`config.mk`:
```
export PLATFORM = sky130hd
export DESIGN_NAME = daq_ctrl_regs
export DESIGN_NICKNAME = d
export VERILOG_FILES = /design/src/rtl/daq_regs_pkg.sv /design/src/rtl/daq_sync.sv /design/src/rtl/daq_irq_unit.sv /design/src/rtl/daq_reg_bank.sv /design/src/rtl/daq_ctrl_regs.sv
export SDC_FILE = /design/constraint.sdc
export NUM_CORES = 1
export LEC_CHECK = 0
export ABC_CLOCK_PERIOD_IN_PS = 1800
export CAP_MARGIN = 0
export CORE_ASPECT_RATIO = 1.25
export CORE_UTILIZATION = 33
export DETAILED_ROUTE_END_ITERATION = 7
export PLACE_DENSITY_LB_ADDON = 0.25
export RECOVER_POWER = 25
export SYNTH_ARGS = -nofsm -noshare
export SYNTH_HDL_FRONTEND = slang
export SYNTH_SLANG_ARGS = --single-unit
```
`constraint.sdc`:
```
create_clock -name clk_i -period 1.8 [get_ports clk_i]
set_input_delay 0.36 -clock clk_i [delete_from_list [all_inputs] [get_ports clk_i]]
set_output_delay 0.36 -clock clk_i [all_outputs]
set_load 0.02 [all_outputs]
```
`src/rtl/daq_regs_pkg.sv`:
```
package daq_regs_pkg;
  localparam int DATA_W   = 8;
  localparam int CHAN_W   = 3;
  localparam int DOUT_W   = 4;
  localparam int RANGE_W  = 4;
  localparam int CTRL_OFF = 2;
  localparam int GAIN_OFF = 3;
  // control byte field positions
  localparam int EN_BIT   = CHAN_W;
  localparam int DOUT_LSB = CHAN_W + 1;
  localparam int STAT_BIT = CHAN_W + 1;
endpackage

```
`src/rtl/daq_sync.sv`:
```
module daq_sync #(
  parameter int STAGES = 2
) (
  input  logic clk_i,
  input  logic rst_ni,
  input  logic d_i,
  output logic q_o
);
  logic [STAGES-1:0] sr_q;
  always_ff @(posedge clk_i or negedge rst_ni) begin
    if (!rst_ni) sr_q <= '0;
    else         sr_q <= {sr_q[STAGES-2:0], d_i};
  end
  assign q_o = sr_q[STAGES-1];
endmodule

```
`src/rtl/daq_irq_unit.sv`:
```
module daq_irq_unit (
  input  logic clk_i,
  input  logic rst_ni,
  input  logic sync_i,
  input  logic ctrl_wr_i,
  input  logic wr_en_i,
  input  logic stat_clr_i,
  output logic en_o,
  output logic stat_o,
  output logic irq_o
);
  logic prev_q, edge_det;
  assign edge_det = sync_i & ~prev_q;

  always_ff @(posedge clk_i or negedge rst_ni) begin
    if (!rst_ni) begin
      prev_q <= 1'b0;
      en_o   <= 1'b0;
      stat_o <= 1'b0;
      irq_o  <= 1'b0;
    end else begin
      prev_q <= sync_i;
      // set beats read-clear
      if (edge_det)        stat_o <= 1'b1;
      else if (stat_clr_i) stat_o <= 1'b0;
      // bus write beats a coincident edge
      if (ctrl_wr_i) begin
        en_o  <= wr_en_i;
        irq_o <= 1'b0;
      end else if (edge_det && en_o) begin
        en_o  <= 1'b0;
        irq_o <= 1'b1;
      end
    end
  end
endmodule

```
`src/rtl/daq_reg_bank.sv`:
```
module daq_reg_bank
  import daq_regs_pkg::*;
(
  input  logic               clk_i,
  input  logic               rst_ni,
  input  logic               ctrl_wr_i,
  input  logic               gain_wr_i,
  input  logic [DATA_W-1:0]  wdata_i,
  output logic [CHAN_W-1:0]  chan_o,
  output logic [DOUT_W-1:0]  dout_o,
  output logic [RANGE_W-1:0] range_o
);
  always_ff @(posedge clk_i or negedge rst_ni) begin
    if (!rst_ni) begin
      chan_o  <= '0;
      dout_o  <= '0;
      range_o <= '0;
    end else begin
      if (ctrl_wr_i) begin
        chan_o <= wdata_i[CHAN_W-1:0];
        dout_o <= wdata_i[DOUT_LSB +: DOUT_W];
      end
      if (gain_wr_i) range_o <= wdata_i[RANGE_W-1:0];
    end
  end
endmodule

```
`src/rtl/daq_ctrl_regs.sv`:
```
module daq_ctrl_regs
  import daq_regs_pkg::*;
#(
  parameter int              ADDR_W    = 10,
  parameter logic [ADDR_W-1:0] BASE_ADDR = 10'h300,
  parameter int              SYNC_STG  = 2
) (
  input  logic              clk_i,
  input  logic              rst_ni,
  input  logic [ADDR_W-1:0] addr_i,
  input  logic              wr_i,
  input  logic              rd_i,
  input  logic [7:0]        wdata_i,
  output logic [7:0]        rdata_o,
  input  logic              ext_irq_i,
  output logic              irq_o,
  output logic [2:0]        chan_o,
  output logic [3:0]        dout_o,
  output logic [3:0]        range_o
);
  localparam logic [ADDR_W-1:0] CTRL_ADDR = BASE_ADDR + ADDR_W'(CTRL_OFF);
  localparam logic [ADDR_W-1:0] GAIN_ADDR = BASE_ADDR + ADDR_W'(GAIN_OFF);

  logic hit_ctrl, hit_gain, ctrl_wr, gain_wr, ctrl_rd;
  logic irq_sync, en_q, stat_q;

  assign hit_ctrl = (addr_i == CTRL_ADDR);
  assign hit_gain = (addr_i == GAIN_ADDR);
  assign ctrl_wr  = wr_i & hit_ctrl;
  assign gain_wr  = wr_i & hit_gain;
  assign ctrl_rd  = rd_i & hit_ctrl;

  daq_sync #(.STAGES(SYNC_STG)) u_sync (
    .clk_i (clk_i), .rst_ni(rst_ni), .d_i(ext_irq_i), .q_o(irq_sync)
  );

  daq_irq_unit u_irq (
    .clk_i     (clk_i),
    .rst_ni    (rst_ni),
    .sync_i    (irq_sync),
    .ctrl_wr_i (ctrl_wr),
    .wr_en_i   (wdata_i[EN_BIT]),
    .stat_clr_i(ctrl_rd),
    .en_o      (en_q),
    .stat_o    (stat_q),
    .irq_o     (irq_o)
  );

  daq_reg_bank u_bank (
    .clk_i    (clk_i),
    .rst_ni   (rst_ni),
    .ctrl_wr_i(ctrl_wr),
    .gain_wr_i(gain_wr),
    .wdata_i  (wdata_i),
    .chan_o   (chan_o),
    .dout_o   (dout_o),
    .range_o  (range_o)
  );

  always_comb begin
    rdata_o = '0;
    if (hit_ctrl)      rdata_o = {3'b000, stat_q, en_q, chan_o};
    else if (hit_gain) rdata_o = {1'b0, chan_o, range_o};
  end
endmodule

```
==> out/metrics.cfg <==
[synth]
synthFlopType=dfrtp_1
synthDistinctLibCells=20
synthTopCellsByCount=dfrtp_1 (17), mux2_2 (11), nor2_1 (7)
synth.mux.area_fraction_pct=23.7
yosysMostFrequentCell=dfrtp_1
syn_inst=61
synthTopCellsByArea=dfrtp_1 (55%), mux2_2 (16%), mux2i_1 (7.7%), nor2_1 (3.4%), nor4_4 (2.7%)
synth.top_cell.area_share_pct=54.8
synth-seq-cells=17
synth_edf_count=0
postSynth.asyncResetShare_pct=100
synth-warning-count=0
syn_avg_cell_area_sq_um=12.7
synthSimpleGateAreaFrac_pct=17.7
synth_area_sq_um=776
synth_compound_area_share_pct=1.29
synth_adder_area_share_pct=0
synth_top_family_by_area=multiplexers
synthXorXnorAreaFrac_pct=0
yosysTopAreaCell=dfrtp_1
synth_fp_nets=84
seq_area_frac_synth_pct=54.8

[clock_network]
clockRootBuffer=clkbuf_4
cts_buffer_depth=2
cts_buffers=3
clk_pin_slew_ps=100
cts.sinks=17
h-tree-depth=1
cts_tree=done
hold_buffers=0
clk_latency_ps=280

[cells_and_area]
nets=138
n_fill_cell=199
drive_gt1_share_pct=40.4
area_growth_pct=78.9
design_area_sq_um=1390
n_antenna_cell=0
layout.cells.non_filler=145

[run_status]
outcome=finished, violations left
violations=negative setup slack

[sta]
worst_slew_pin_slew_ps=910
hold_violations=0
fmax_ghz=0.485
slew_viol_final=0
fin_crit_ps=2060
setup_viol_count_final=7
finClkSkew_ps=0.161
slew-limit-headroom_pct=39.3
period_share_pct=115
finalWorstSetupSlack_ps=-262
rsz0062_at_grt=yes

[floorplan]
initial_core_util_pct=35.1
fp-row-count=19
io_pins=43
fp.dieW_um=45.4
dieArea_sq_um=2550
fp.dieH_um=56.2
core_area_sq_um=2210

[detailed_routing]
firstDrtPassIters=3
first_iter_violations=3
wl_per_cell_um=12.9
vias=671
ant_nets=0
drc=0
via_per_inst=4.63
drt_wl_total_mm=1.87

[critical_path]
worstPathMaxFanout=5
start_kind=input port
cp_cell_sequence=buf_6 > or4_4 > or3_4 > nor2_4 > buf_6
crit_arrival_ps=1700
cp_slowest_cell=or4_4
crit_path_end_kind=output pin
critPathKind=input port to output pin
cp_num_buf_inv=2
cp.required_ps=1440
crit_path_max_incr_delay_ps=560
cpMostUsedCell=buf_6
cp_top_family=simple AND/OR/NAND/NOR gates

[global_routing]
busiest_layer=met2
met1_usage_pct=20.9
use_met3_pct=1.95
grt_max_degree=18
grt_pass1_wl_mm=3.06
track_usage_pct=16.6
grt_use_met2_pct=27.3
antenna_found_initial=0
grt_pass1_vias=690
grt_overflow=0

[power]
powerDensity_nw_per_um2=497
power_leakage_uw=0.000620
peakVddDrop_uv=422

[place]
port_buffers=41
post_dp_cell_area_sq_um=1330
dp_hpwl_mm=1.46
gp_congestion=0.750
dp.cells=140

[job]
maxCapViolations=0

[worst_hold_path]
hp-class=register to register

[final timing paths]
check	from	end	slack [ps]	depth (start not counted)
min reg2reg	u_sync.sr_q[0]	u_sync.sr_q[1]	360	0
min in group asynchronous	rst_ni	u_bank.dout_o[1]	710	2
max reg2reg	u_sync.sr_q[1]	u_irq.stat_o	880	3
max	addr_i[4]	rdata_o[1]	-260	5
min	u_sync.sr_q[0]	u_sync.sr_q[1]	360	0
max in group asynchronous	rst_ni	u_bank.dout_o[0]	540	2
[power breakdown]
part / internal (uW) / switching, uW / leakage, uW
registers: 389 / 4.37 / 0.000220
logic: 58.0 / 41.7 / 0.000382
clock network: 82.4 / 114 / 0.0000177
[metal layers]
metal  vias to the layer above  wire length, um  share of wire, %
li1                        316                -                 -
met1                       321              784                42
met2                        32              934                50
met3                         2              135               7.2
met4                         0               10              0.54
met5                         -                0                 0
[placed cells by master, fill, tap and decap left out]
cell             count
inv_1                1
nor3b_1              1
and3_2               2
clkbuf_1             1
mux2_2               8
buf_4                8
mux2i_1              6
or3_4                1
conb_1               1
or4_4                1
nand4b_1             1
nand2b_1             2
nor2_4               5
dfrtp_1             17
nor4_4               2
dlygate4sd3_1        2
buf_6                9
clkdlybuf4s15_1      1
nor3_4               1
dlygate4sd2_1        4
buf_2                2
clkinv_2             1
a21oi_1              2
nor2b_1              1
clkdlybuf4s50_1     24
clkbuf_4             3
nand2_1              2
nor2_1               2
mux2_4               3
[kinds of logic after synthesis]
group / after synthesis
other: 1
AND/OR/NAND/NOR: 21
multiplexers: 17
buffers and inverters: 3
flip-flops: 17
AO/OA/AOI/OAI: 2
[sequential cells by signal, indices dropped and copies added (netlist names)]
name	flops
u_irq.en_o	1
u_irq.irq_o	1
u_bank.chan_o	3
u_bank.dout_o	4
u_irq.prev_q	1
u_irq.stat_o	1
u_bank.range_o	4
u_sync.sr_q	2
[layout make-up]
type	instances	area, sq um	area share, %
Tap cell	31	38.8	2.80
Clock inverter	1	5.00	0.361
Clock buffer	3	22.5	1.62
Timing Repair Buffer	51	480	34.6
Sequential cell	17	425	30.7
Multi-Input combinational cell	41	412	29.7
Inverter	1	3.75	0.271
[per-stage QoR]
| stage | hold slack (ps) | power [uW] | util [%] | setup TNS, ps | setup slack, ps |
|---|---|---|---|---|---|
| 3_5_place_dp | 340 | 506 | 60.0 | -14890 | -1090 |
| 4_1_cts | 363 | 701 | 62.2 | -1370 | -268 |
| 6_report | 361 | 689 | 62.8 | -1370 | -262 |
| 3_3_place_gp | 336 | 503 | 60.0 | -14370 | -1100 |
| 5_1_grt | 390 | 728 | 62.8 | -1540 | -289 |
| 2_1_floorplan | 64.4 | 431 | - | -1640 | -126 |
[timing repair]
item,CTS,global route
pin swaps,7,2
setup endpoints to repair,19,15
resized for setup,63,3
cloned,0,0
buffers inserted,3,0
Power figures use the tool's default switching activity.
